`config.mk`:
```
export PLATFORM = sky130hd
export DESIGN_NAME = prio_irq_ctrl
export DESIGN_NICKNAME = d
export VERILOG_FILES = /design/src/rtl/prio_irq_pkg.sv /design/src/rtl/prio_irq_pend.sv /design/src/rtl/prio_irq_enc.sv /design/src/rtl/prio_irq_ctl.sv /design/src/rtl/prio_irq_ctrl.sv
export SDC_FILE = /design/constraint.sdc
export NUM_CORES = 1
export LEC_CHECK = 0
export CORE_AREA = 2 2 39 41
export CTS_BUF_LIST = sky130_fd_sc_hd__clkbuf_8
export CTS_CLUSTER_DIAMETER = 200
export CTS_CLUSTER_SIZE = 24
export DETAILED_ROUTE_END_ITERATION = 10
export DIE_AREA = 0 0 41 43
export GPL_ROUTABILITY_DRIVEN = 1
export PLACE_DENSITY = 0.86
export SYNTH_ARGS = -nofsm -noshare
export SYNTH_HDL_FRONTEND = slang
export SYNTH_SLANG_ARGS = --single-unit
```
`constraint.sdc`:
```
create_clock -name clk -period 1.3 [get_ports clk]
set_clock_uncertainty 0.1 [all_clocks]
set_input_delay 0.13 -clock clk [delete_from_list [all_inputs] [get_ports clk]]
set_output_delay 0.13 -clock clk [all_outputs]
set_load 0.02 [all_outputs]
```
`src/rtl/prio_irq_pkg.sv`:
```
package prio_irq_pkg;

   // control port operation codes
   typedef enum logic [1:0] {
      OP_MASK_LOAD = 2'd0,
      OP_PEND_CLR  = 2'd1,
      OP_IEN_SET   = 2'd2,
      OP_IEN_CLR   = 2'd3
   } cfg_op_e;

endpackage

```
`src/rtl/prio_irq_pend.sv`:
```
module prio_irq_pend #(
   parameter int NUM_SRC = 4
) (
   input  logic               clk,
   input  logic               rst,
   input  logic [NUM_SRC-1:0] req_i,
   input  logic [NUM_SRC-1:0] clr_i,
   output logic [NUM_SRC-1:0] pend_o
);

   for (genvar g = 0; g < NUM_SRC; g++) begin : g_bit
      always_ff @(posedge clk) begin
         if (rst) begin
            pend_o[g] <= 1'b0;
         end else if (req_i[g]) begin
            pend_o[g] <= 1'b1;
         end else if (clr_i[g]) begin
            pend_o[g] <= 1'b0;
         end
      end

      AST_REQ_LATCHED: assert property (@(posedge clk) disable iff (rst)
         (!$past(rst) && $past(req_i[g])) |-> pend_o[g]);

      AST_CLR_DROPS: assert property (@(posedge clk) disable iff (rst)
         (!$past(rst) && $past(clr_i[g]) && !$past(req_i[g])) |-> !pend_o[g]);
   end

endmodule

```
`src/rtl/prio_irq_enc.sv`:
```
module prio_irq_enc #(
   parameter int NUM_SRC = 4,
   localparam int CODE_W = $clog2(NUM_SRC)
) (
   input  logic [NUM_SRC-1:0] eff_i,
   output logic               valid_o,
   output logic [CODE_W-1:0]  code_o
);

   // scan from the lowest priority up so that the lowest index wins
   always_comb begin
      code_o = '0;
      for (int i = NUM_SRC - 1; i >= 0; i--) begin
         if (eff_i[i]) begin
            code_o = CODE_W'(i);
         end
      end
   end

   assign valid_o = |eff_i;

   logic [NUM_SRC-1:0] below;
   assign below = (NUM_SRC'(1) << code_o) - NUM_SRC'(1);

   always_comb begin
      if (valid_o) begin
         AST_ENC_LOWEST: assert (eff_i[code_o] && ((eff_i & below) == '0));
      end
   end

endmodule

```
`src/rtl/prio_irq_ctl.sv`:
```
module prio_irq_ctl
   import prio_irq_pkg::*;
#(
   parameter int NUM_SRC = 4,
   localparam int CODE_W = $clog2(NUM_SRC)
) (
   input  logic               clk,
   input  logic               rst,
   input  logic               wr_en,
   input  logic [1:0]         wr_op,
   input  logic [NUM_SRC-1:0] wr_data,
   input  logic               intack,
   input  logic               enc_valid,
   input  logic [CODE_W-1:0]  enc_code,
   output logic [NUM_SRC-1:0] mask_o,
   output logic [NUM_SRC-1:0] clr_o,
   output logic               ien_o,
   output logic               ist_o,
   output logic [CODE_W-1:0]  code_o
);

   cfg_op_e op;
   assign op = cfg_op_e'(wr_op);

   assign clr_o = (wr_en && op == OP_PEND_CLR) ? wr_data : '0;

   always_ff @(posedge clk) begin
      if (rst) begin
         mask_o <= '0;
      end else if (wr_en && op == OP_MASK_LOAD) begin
         mask_o <= wr_data;
      end
   end

   // acknowledge outranks a program write to the enable flop
   always_ff @(posedge clk) begin
      if (rst) begin
         ien_o <= 1'b0;
      end else if (intack) begin
         ien_o <= 1'b0;
      end else if (wr_en && op == OP_IEN_SET) begin
         ien_o <= 1'b1;
      end else if (wr_en && op == OP_IEN_CLR) begin
         ien_o <= 1'b0;
      end
   end

   always_ff @(posedge clk) begin
      if (rst) begin
         ist_o  <= 1'b0;
         code_o <= '0;
      end else begin
         ist_o  <= enc_valid;
         code_o <= enc_valid ? enc_code : '0;
      end
   end

   AST_ACK_DROPS_IEN: assert property (@(posedge clk) disable iff (rst)
      $past(intack) |-> !ien_o);

   AST_IEN_HELD: assert property (@(posedge clk) disable iff (rst)
      (!$past(rst) && !$past(wr_en) && !$past(intack)) |-> $stable(ien_o));

endmodule

```
`src/rtl/prio_irq_ctrl.sv`:
```
module prio_irq_ctrl #(
   parameter int NUM_SRC = 4,
   parameter int VEC_W   = 8,
   localparam int CODE_W = $clog2(NUM_SRC)
) (
   input  logic               clk,
   input  logic               rst,
   input  logic [NUM_SRC-1:0] irq_req,
   input  logic               wr_en,
   input  logic [1:0]         wr_op,
   input  logic [NUM_SRC-1:0] wr_data,
   input  logic               intack,
   output logic               cpu_irq,
   output logic [VEC_W-1:0]   vec_out
);

   if (NUM_SRC < 2) begin : g_bad_src
      $error("prio_irq_ctrl: NUM_SRC must be at least 2");
   end
   if (VEC_W < CODE_W) begin : g_bad_vec
      $error("prio_irq_ctrl: VEC_W too narrow for the source code");
   end

   logic [NUM_SRC-1:0] pend, mask, clr, eff;
   logic               enc_valid, ien, ist;
   logic [CODE_W-1:0]  enc_code, code_q;

   prio_irq_pend #(.NUM_SRC(NUM_SRC)) u_pend (
      .clk   (clk),
      .rst   (rst),
      .req_i (irq_req),
      .clr_i (clr),
      .pend_o(pend)
   );

   assign eff = pend & mask;

   prio_irq_enc #(.NUM_SRC(NUM_SRC)) u_enc (
      .eff_i  (eff),
      .valid_o(enc_valid),
      .code_o (enc_code)
   );

   prio_irq_ctl #(.NUM_SRC(NUM_SRC)) u_ctl (
      .clk      (clk),
      .rst      (rst),
      .wr_en    (wr_en),
      .wr_op    (wr_op),
      .wr_data  (wr_data),
      .intack   (intack),
      .enc_valid(enc_valid),
      .enc_code (enc_code),
      .mask_o   (mask),
      .clr_o    (clr),
      .ien_o    (ien),
      .ist_o    (ist),
      .code_o   (code_q)
   );

   assign cpu_irq = ien & ist;
   assign vec_out = intack ? VEC_W'(code_q) : '0;

   AST_IRQ_HAS_SOURCE: assert property (@(posedge clk) disable iff (rst)
      $rose(cpu_irq) |-> ($past(|(pend & mask)) || $past(ist)));

   AST_STATUS_FOLLOWS: assert property (@(posedge clk) disable iff (rst)
      !$past(rst) |-> (ist == $past(|(pend & mask))));

endmodule

```
; ---- Word-level counts from Yosys, hierarchy flattened
; Cells that the tools add are included.
; W data, S select, Z words.
[word_totals]
register_bits = 12
[op_classes]
eq_ne = 3
n_mux = 15
n_bitwise = 3
reduce_logical = 14
[op_table]
columns = cell, count
row1 = $mux W1, 11
row2 = $reduce_bool A2 Y1, 5
row3 = $reduce_or A4 Y1, 2
row4 = $mux W2, 3
row5 = $and A4 B4 Y4, 1
row6 = $eq A2 B2 Y1 const B, 2
row7 = $logic_and A1 B1 Y1, 4
row8 = $mux W4, 1
row9 = $reduce_or A3 Y1, 1
row10 = $eq A2 B1 Y1 const B, 1
row11 = $logic_not A2 Y1, 1
row12 = $reduce_or A2 Y1, 1
row13 = $and A1 B1 Y1, 1
row14 = $not A1 Y1, 1

; ---- Logic depth before layout (Yosys ltp)
; Gate-level depths: netlist of run 1.
[logic_depth]
word_depth = 5
ltp_mapped = 3

; ---- Cells and area by module
; A second synthesis of run 1 with hierarchy kept.
[hier_totals]
cells_unflattened = 69
hier_area_um2 = 609.3
[modules_own_cells]
columns = mod, instances, cells_per_inst, area_each_um2
row1 = prio_irq_ctl, 1, 32, 341.6
row2 = prio_irq_pend, 1, 16, 140.1
row3 = prio_irq_ctrl, 1, 14, 92.6
row4 = prio_irq_enc, 1, 7, 35.0

; ---- Worst setup path before layout of run 1
; Ideal clock, no wire load.
[synth_timing]
path_kind = input-to-reg
start = input port wr_op[0]
end = register u_ctl.mask_o[0]
arrival_time_ps = 659
required_time_ps = 1072
path_slack_ps = 413
cell_stages = 3
path_buffers = 0
path_cell_list = nor3b_4 > mux2i_1 > nor2_1
[synth_between]
elab_chain_len = 2
[synth_rtl]
columns = element, line
row1 = "start, declared", prio_irq_ctrl.sv:10  ; input logic [1:0] wr_op,
row2 = $logic_not A2 Y1, prio_irq_ctl.sv:30  ; end else if (wr_en && op == OP_MASK_LOAD) begin
row3 = $logic_and A1 B1 Y1, prio_irq_ctl.sv:30
row4 = "end signal, assigned", prio_irq_ctl.sv:31  ; mask_o <= wr_data;
row5 = "end, declared", prio_irq_ctl.sv:15  ; output logic [NUM_SRC-1:0] mask_o,
; No other way between the ends.
; A chain may end at the register's enable or synchronous reset.

; ---- Worst setup path after layout of run 1
[layout_timing]
start = register u_ctl.ien_o
end = output port cpu_irq
[layout_between]
elab_chain_len = 1
[layout_rtl]
columns = element, line
row1 = "start, declared", prio_irq_ctl.sv:17  ; output logic ien_o,
row2 = "start signal, assigned", prio_irq_ctl.sv:38  ; ien_o <= 1'b0;
row3 = "start signal, assigned", prio_irq_ctl.sv:40  ; ien_o <= 1'b0;
row4 = "start signal, assigned", prio_irq_ctl.sv:42  ; ien_o <= 1'b1;
row5 = $and A1 B1 Y1, prio_irq_ctrl.sv:60  ; assign cpu_irq = ien & ist;
row6 = "end, declared", prio_irq_ctrl.sv:13  ; output logic cpu_irq,
; No other way between the ends.

==> results of run 1 <==
flip-flops by register name (all words and copies together) (netlist names):
register       count
u_ctl.code_o       2
u_ctl.ien_o        1
u_ctl.ist_o        1
u_ctl.mask_o       4
u_pend.pend_o      4
how the worst min path moves through the flow:
stage	start	to	slack, ns	cells past startpoint
after floorplan	intack	u_ctl.ien_o	0.11	1
after detailed placement	u_pend.pend_o[3]	u_ctl.code_o[0]	0.38	2
after CTS	irq_req[2]	u_pend.pend_o[2]	0.38	3
after global routing	wr_en	u_ctl.ien_o	0.29	4
after global placement	u_ctl.mask_o[0]	u_ctl.mask_o[0]	0.37	2
final	wr_op[1]	u_ctl.mask_o[2]	0.27	4
layout by cell type (no fill, tap or decap):
master and count:
clkbuf_2 2, nand2b_1 1, a31oi_1 1, a311oi_1 4
conb_1 6, mux2i_1 4, dfxtp_1 12, nand3_1 1
a21oi_1 2, nand2_1 3, and3_2 1, clkdlybuf4s50_1 11
nor3b_4 1, nor3b_1 1, nor4_1 1, nor2_1 8
clkbuf_8 4, and2_1 3, a22oi_1 1, buf_4 4
dlymetal6s2s_1 2, and3b_2 1, inv_1 4, dlygate4sd2_1 1
power breakdown:
group / internal (mW) / switching (mW)
combinational: 0.0619 / 0.0527
clock: 0.267 / 0.127
sequential: 0.385 / 0.00901
total: 0.714 / 0.189
logic make-up (layout without fill, tap and decap cells):
group / Yosys count / in the layout / share of synthesized area, %
AO/OA/AOI/OAI: 8 / 8 / 11.1
buffers and inverters: 11 / 28 / 12.1
flip-flops: 12 / 12 / 45.5
multiplexers: 4 / 4 / 7.58
other: 1 / 6 / 0.710
AND/OR/NAND/NOR: 21 / 21 / 23.0
layer usage:
metal / routed length [um] / global-route usage (%) / up-vias
met3: 99 / 4.71 / 0
met2: 466 / 21.9 / 19
met5: 0 / 0 / -
met1: 418 / 16.4 / 195
met4: 0 / 6.00 / 0
li1: - / - / 228
worst reg2reg max path, stage by stage (launching register included):
cell and delay [ns]:
dfxtp_1 0.32, a22oi_1 0.24, a31oi_1 0.11
what timing repair did:
action / CTS / global route
pin swaps: 0 / 1
buffers inserted: 0 / 0
resized for setup: 3 / 6
setup endpoints to repair: 3 / 4
metrics by stage:
| step | TNS [ns] | power [mW] |
|---|---|---|
| 2_1_floorplan | 0 | 0.465 |
| 6_report | 0 | 0.903 |
| 5_1_grt | 0 | 0.946 |
| 4_1_cts | 0 | 0.914 |
| 3_3_place_gp | -1.48 | 0.514 |
| 3_5_place_dp | -1.66 | 0.517 |
final cells by class:
type / count / area, um^2 / share of cell area (%)
clock buffer: 4 / 55.1 / 7.27
inverter: 4 / 15.0 / 1.98
multi-input combinational: 39 / 243 / 32.1
sequential: 12 / 240 / 31.7
tap: 16 / 20.0 / 2.64
timing repair buffer: 20 / 184 / 24.3
cells in the mapped netlist:
cell type  number  area share, %
and3_2          1            1.4
dfxtp_1        12             45
nor3b_1         1            1.4
a31oi_1         1            1.2
and2_1          3            3.6
buf_4           6            8.5
clkbuf_1        1           0.71
nor2_1          8            5.7
nor4_1          1            1.2
nor3b_4         1            3.6
nand3_1         1           0.95
conb_1          1           0.71
a22oi_1         1            1.4
a311oi_1        4            6.6
nand2_1         3            2.1
nand2b_1        1            1.2
inv_1           4            2.8
a21oi_1         2            1.9
and3b_2         1            1.9
mux2i_1         4            7.6
==> impl_metrics.ini, run 1 <==
[run_status]
status = completed

[detailed_routing]
vias = 442
drc = 0
dr.pass1.iters = 4
viasPerCell = 4.65
ant_nets = 0
drt_iter0_markers = 10
wl_um = 984
routedWlPerCell_um = 10.4

[critical_path]
cpPeakStageDelay_ns = 0.32
critical_path.top_delay_family = flip-flops
cp_slowest_cell = dfxtp_1
startpoint = u_ctl.ien_o
start_kind = flop
reg2reg_to = u_ctl.ist_o
critPathCapture = cpu_irq
cp.depth = 2
worstRegToRegCells = 2
critPathCaptureType = primary output
arrival_ns = 0.98
r2r_setup_slack_ns = 0.40
r2r-start = u_ctl.mask_o[2]
crit_fanout = 2
worstPathRequired_ns = 1.07
crit_buf_inv = 1
path_cells = and2_1 > dlygate4sd2_1
criticalPathCategory = reg -> out

[global_route]
grt_pass1_vias = 421
grt-ovfl-total = 0
grt_pass1_wl_mm = 1.68
track_usage_pct = 13.9
grt_max_degree = 8
antenna_found_initial = 0

[timing]
setup_viol = 0
min_period_over_period_pct = 93.2
drv_slew = 0
rsz0062_at_grt = no
layout_setup_ws_ns = 0.0878
fin_crit_ns = 1.21
fmax_mhz = 825
hold_violations = 0
timing.hold.ws_ns = 0.271

[synthesis]
post_synth.cell_area_avg_um2 = 9.26
synth_cell_types = 20
ys_ff_latch = 12
syn_area_um2 = 528
yosys_warnings = 0
yosysSeqAreaShare_pct = 45.5
synthCells = 57

[cts]
hold_buffers = 0
cts_made_buffers = 3
cts_tree = yes
cts_sinks = 12
clockBufferDepth = 2
clk_pin_slew_worst_paths_ns = 0.05
insertion_delay_ns = 0.24
htree_num_levels = 1
cts_root_buffer = clkbuf_8

[power]
p_leak_nw = 0.341
ir_drop_mv = 0.516
p_per_area_mw_per_mm2 = 1190

[placed_design]
dp_slack_ns = -0.252
dpl_cell_area_um2 = 708
place_congestion = 0.667
dp_hpwl_um = 770
dp.cells = 91
io_buffer_count = 16

[floorplanning]
start_util_pct = 38.2
die_w_um = 41
rows = 14
io-pin-count = 23
die_h_um = 43
core_area_mm2 = 0.00138
die_area_mm2 = 0.00176

[layout]
n_antenna_cell = 0
final_util_pct = 54.7
final_cell_count_no_fill = 95
nets = 94
fill_cells = 121
synthToLayoutAreaGrowth_pct = 43.4
drive_gt1_share_pct = 16.5
final_area_um2 = 757

[worst_hold_path]
hold_path.class = in -> reg

[run]
maxCapViolations = 0
(Power assumes the default switching activity.)
==> run 2: changes to the inputs <==
--- a/config.mk
+++ b/config.mk
@@ -13,6 +13,7 @@
 export DIE_AREA = 0 0 41 43
 export GPL_ROUTABILITY_DRIVEN = 1
 export PLACE_DENSITY = 0.86
+export SETUP_SLACK_MARGIN = 0.4
 export SYNTH_ARGS = -nofsm -noshare
 export SYNTH_HDL_FRONTEND = slang
 export SYNTH_SLANG_ARGS = --single-unit
==> impl_metrics.ini, run 2 (synthesis results as in run 1) <==
[detailed_routing]
vias = 467
dr.pass1.iters = 2
viasPerCell = 4.86
drt_iter0_markers = 6
wl_mm = 1.15
drc = 0
ant_nets = 0
routedWlPerCell_um = 12.0

[global_route]
grt_max_degree = 8
grt_pass1_wl_mm = 1.75
grt_pass1_vias = 437
grt-ovfl-total = 0
track_usage_pct = 14.9
antenna_found_initial = 0

[power]
p_sw_share_pct = 22.0
p_int_mw = 0.715
p_leak_nw = 0.345
comb_power_share_pct = 13.3
power_mw = 0.917
seqPwrFrac_pct = 43.3
pwr-share-clk_pct = 43.4
p_per_area_mw_per_mm2 = 1150
switching_power_mw = 0.201
ir_drop_mv = 0.523

[critical_path]
start_kind = flop
path_cells = and2_4 > buf_6
critical_path.top_delay_family = flip-flops
reg2reg_to = u_ctl.ist_o
worstPathRequired_ns = 1.07
cpPeakStageDelay_ns = 0.31
worstRegToRegCells = 2
cp_slowest_cell = dfxtp_1
r2r-start = u_pend.pend_o[2]
criticalPathCategory = reg -> out
crit_buf_inv = 1
critPathCaptureType = primary output
r2r_setup_slack_ns = 0.41
arrival_ns = 0.79
crit_fanout = 1

[timing]
min_period_over_period_pct = 78.7
fin_crit_ns = 1.02
hold_violations = 0
setup_viol = 0
rsz0062_at_grt = yes
fmax_mhz = 977
timing.hold.ws_ns = 0.156
drv_slew = 0
layout_setup_ws_ns = 0.277

[placed_design]
place_congestion = 0.667
dp_slack_ns = -0.252
io_buffer_count = 16
dp.cells = 91
dp_hpwl_um = 770

[floorplanning]
core_area_mm2 = 0.00138
io-pin-count = 23
rows = 14
die_w_um = 41
start_util_pct = 38.2
die_area_mm2 = 0.00176
die_h_um = 43

[cts]
clk_pin_slew_worst_paths_ns = 0.05
cts_tree = yes
insertion_delay_ns = 0.24
cts_sinks = 12
cts_made_buffers = 3
clockBufferDepth = 2
htree_num_levels = 1
hold_buffers = 0
cts_root_buffer = clkbuf_8

[layout]
top_regs = u_ctl.mask_o x4, u_pend.pend_o x4, u_ctl.code_o x2
synthToLayoutAreaGrowth_pct = 51.4
n_antenna_cell = 0
mostFrequentLayoutCell = dfxtp_1
nets = 95
fill_cells = 118
final_cell_mix = dfxtp_1 (9), nor2_1 (8), clkdlybuf4s50_1 (7)
drive_gt1_share_pct = 36.3
final_cell_count_no_fill = 96

[worst_hold_path]
holdCritStartpoint = intack
holdPathEnd = u_ctl.ien_o
hold_path.class = in -> reg
hold_depth = 2

[run]
maxCapViolations = 0

[run_status]
status = completed
==> run 2: how the worst max path moves through the flow <==
stage,end,cells after the start,start
after floorplan,u_ctl.mask_o[0],3,wr_op[0]
after global placement,vec_out[0],3,intack
after detailed placement,vec_out[1],3,intack
after CTS,cpu_irq,2,u_ctl.ien_o
after global routing,vec_out[0],2,u_ctl.code_o[0]
final,vec_out[0],2,u_ctl.code_o[0]
==> run 2: power by group through the flow <==
stage | Clock [mW] | Combinational (mW) | Sequential (mW)
2_1_floorplan | 0 | 0.0659 | 0.399
3_3_place_gp | 0 | 0.113 | 0.401
3_5_place_dp | 0 | 0.116 | 0.401
4_1_cts | 0.404 | 0.121 | 0.395
5_1_grt | 0.424 | 0.131 | 0.398
6_report | 0.398 | 0.121 | 0.397
==> run 2: cell type report <==
class | instances | area [um^2] | share of cell area [%]
clock buffers | 4 | 55.1 | 6.89
inverters | 4 | 15.0 | 1.88
multi-input cells | 39 | 279 | 34.9
flip-flops and latches | 12 | 244 | 30.5
well taps | 16 | 20.0 | 2.50
repair buffers | 21 | 186 | 23.3
==> run 2: metal layers <==
layer,vias to the layer above,share of wire [%],track usage (%)
li1,228,-,-
met1,217,37,16.7
met4,0,2.4,8.00
met2,18,52,23.8
met3,4,7.9,4.71
met5,-,0,0
==> run 2: stage by stage <==
stage               instance area [um^2]  TNS [ns]  utilization [%]
floorplan                            547         0                -
global placement                     708     -1.48             51.2
detailed placement                   708     -1.66             51.2
CTS                                  798         0             57.7
global route                         800         0             57.8
finish                               800         0             57.8
==> run 2: timing repair <==
action | CTS | global route
setup buffers | 1 | 0
cloned | 0 | 0
endpoints found under the setup margin | 14 | 11
resized for setup | 37 | 7
pin swaps | 6 | 4
==> run 3: changes to the inputs <==
--- a/config.mk
+++ b/config.mk
@@ -5,12 +5,11 @@
 export SDC_FILE = /design/constraint.sdc
 export NUM_CORES = 1
 export LEC_CHECK = 0
-export CORE_AREA = 2 2 39 41
+export CORE_UTILIZATION = 38
 export CTS_BUF_LIST = sky130_fd_sc_hd__clkbuf_8
 export CTS_CLUSTER_DIAMETER = 200
 export CTS_CLUSTER_SIZE = 24
 export DETAILED_ROUTE_END_ITERATION = 10
-export DIE_AREA = 0 0 41 43
 export GPL_ROUTABILITY_DRIVEN = 1
 export PLACE_DENSITY = 0.86
 export SETUP_SLACK_MARGIN = 0.4
==> constraint.sdc (replaced) <==
create_clock -name clk -period 0.91 [get_ports clk]
set_clock_uncertainty 0.1 [all_clocks]
set_input_delay 0.091 -clock clk [delete_from_list [all_inputs] [get_ports clk]]
set_output_delay 0.091 -clock clk [all_outputs]
set_load 0.02 [all_outputs]
==> impl_metrics.ini, run 3 (synthesis results as in run 1) <==
[placed_design]
place_congestion = 0.669
dp_hpwl_um = 882
dpl_cell_area_um2 = 731
io_buffer_count = 16
dp_slack_ns = -0.628

[layout]
final_area_um2 = 877
final_cell_mix = dfxtp_2 (8), buf_6 (7), conb_1 (6)
mostFrequentLayoutCell = dfxtp_2
nets = 97
drive_gt1_share_pct = 51.9
n_antenna_cell = 0
seqCellArea_um2 = 250
final_util_pct = 67.4
fill_cells = 91
top_regs = u_ctl.mask_o x4, u_pend.pend_o x4, u_ctl.code_o x2
synthToLayoutAreaGrowth_pct = 66.1
multiInputGateArea_um2 = 307

[run_status]
violations = setup timing
status = complete, but fails checks

[power]
p_per_area_mw_per_mm2 = 1430
p_leak_nw = 0.378
power_mw = 1.25
ir_drop_mv = 0.907

[cts]
htree_num_levels = 1
clk_pin_slew_worst_paths_ns = 0.05
cts_sinks = 12
cts_tree = yes
cts_made_buffers = 3
cts_root_buffer = clkbuf_8
insertion_delay_ns = 0.24
clockBufferDepth = 2

[timing]
hold_violations = 0
rsz0062_at_grt = yes
fin_crit_ns = 1.00
drv_slew = 0
fmax_mhz = 999
min_period_over_period_pct = 110
setup_viol = 3
layout_setup_ws_ns = -0.0915

[detailed_routing]
vias = 467
dr.pass1.iters = 2
wl_mm = 1.32
drt_iter0_markers = 1
ant_nets = 0
viasPerCell = 4.86
drc = 0
routedWlPerCell_um = 13.8

[floorplanning]
rows = 13
die_area_mm2 = 0.00154
core_area_mm2 = 0.00130
io-pin-count = 23
start_util_pct = 40.6
die_w_um = 39.3
die_h_um = 39.3

[global_route]
antenna_found_initial = 0
grt_max_degree = 7
grt_pass1_wl_mm = 2.00
track_usage_pct = 21.1
grt-ovfl-total = 0
grt_pass1_vias = 453

[critical_path]
arrival_ns = 0.81
crit_fanout = 2
worstPathRequired_ns = 0.72
criticalPathCategory = reg -> out
critPathCaptureType = primary output
start_kind = flop

[worst_hold_path]
hold_path.class = in -> reg

[run]
maxCapViolations = 0
run 3: power breakdown:
part           total, mW  internal [mW]  switching [mW]
Clock              0.476          0.291           0.185
Sequential         0.575          0.555          0.0200
Combinational      0.202          0.112          0.0905
run 3: through the flow:
stage	instances	setup TNS (ns)	hold slack, ns
6_report	96	-0.210	0.0525
5_1_grt	96	-0.281	0.0641
4_1_cts	95	-0.218	0.0968
3_5_place_dp	91	-6.61	0.395
3_3_place_gp	91	-6.03	0.377
2_1_floorplan	62	0	0.0600
run 3: cell type report:
class / instances / area share, %
clock buffer: 3 / 4.71
tap: 15 / 2.14
inverter: 4 / 1.71
multi-input combinational: 39 / 35.0
sequential: 12 / 28.5
timing repair buffer: 23 / 28.0
run 3: final timing paths:
path	startpoint	to	slack (ns)	cells past startpoint
min reg2reg	u_pend.pend_o[0]	u_pend.pend_o[0]	0.38	2
max reg2reg	u_ctl.mask_o[2]	u_ctl.ist_o	0.04	2
min	irq_req[3]	u_pend.pend_o[3]	0.05	3
max	u_ctl.ien_o	cpu_irq	-0.09	2
run 3: worst max-delay path: stages, from the launching register on:
cell	delay, ns
dfxtp_2	0.32
and2_4	0.13
buf_6	0.12
run 3: layer usage:
metal / share of wire (%) / up-vias / GRT usage (%)
li1: - / 233 / -
met3: 6.2 / 2 / 7.95
met1: 38 / 213 / 19.4
met4: 1.1 / 0 / 12.1
met5: 0 / - / 0
met2: 55 / 19 / 38.8
run 3: timing repair:
item	in CTS	in global routing
buffers inserted	1	1
setup endpoints to repair	15	15
resized for setup	53	13
hold buffers	0	0
hold endpoints to repair	0	0
pin swaps	17	8
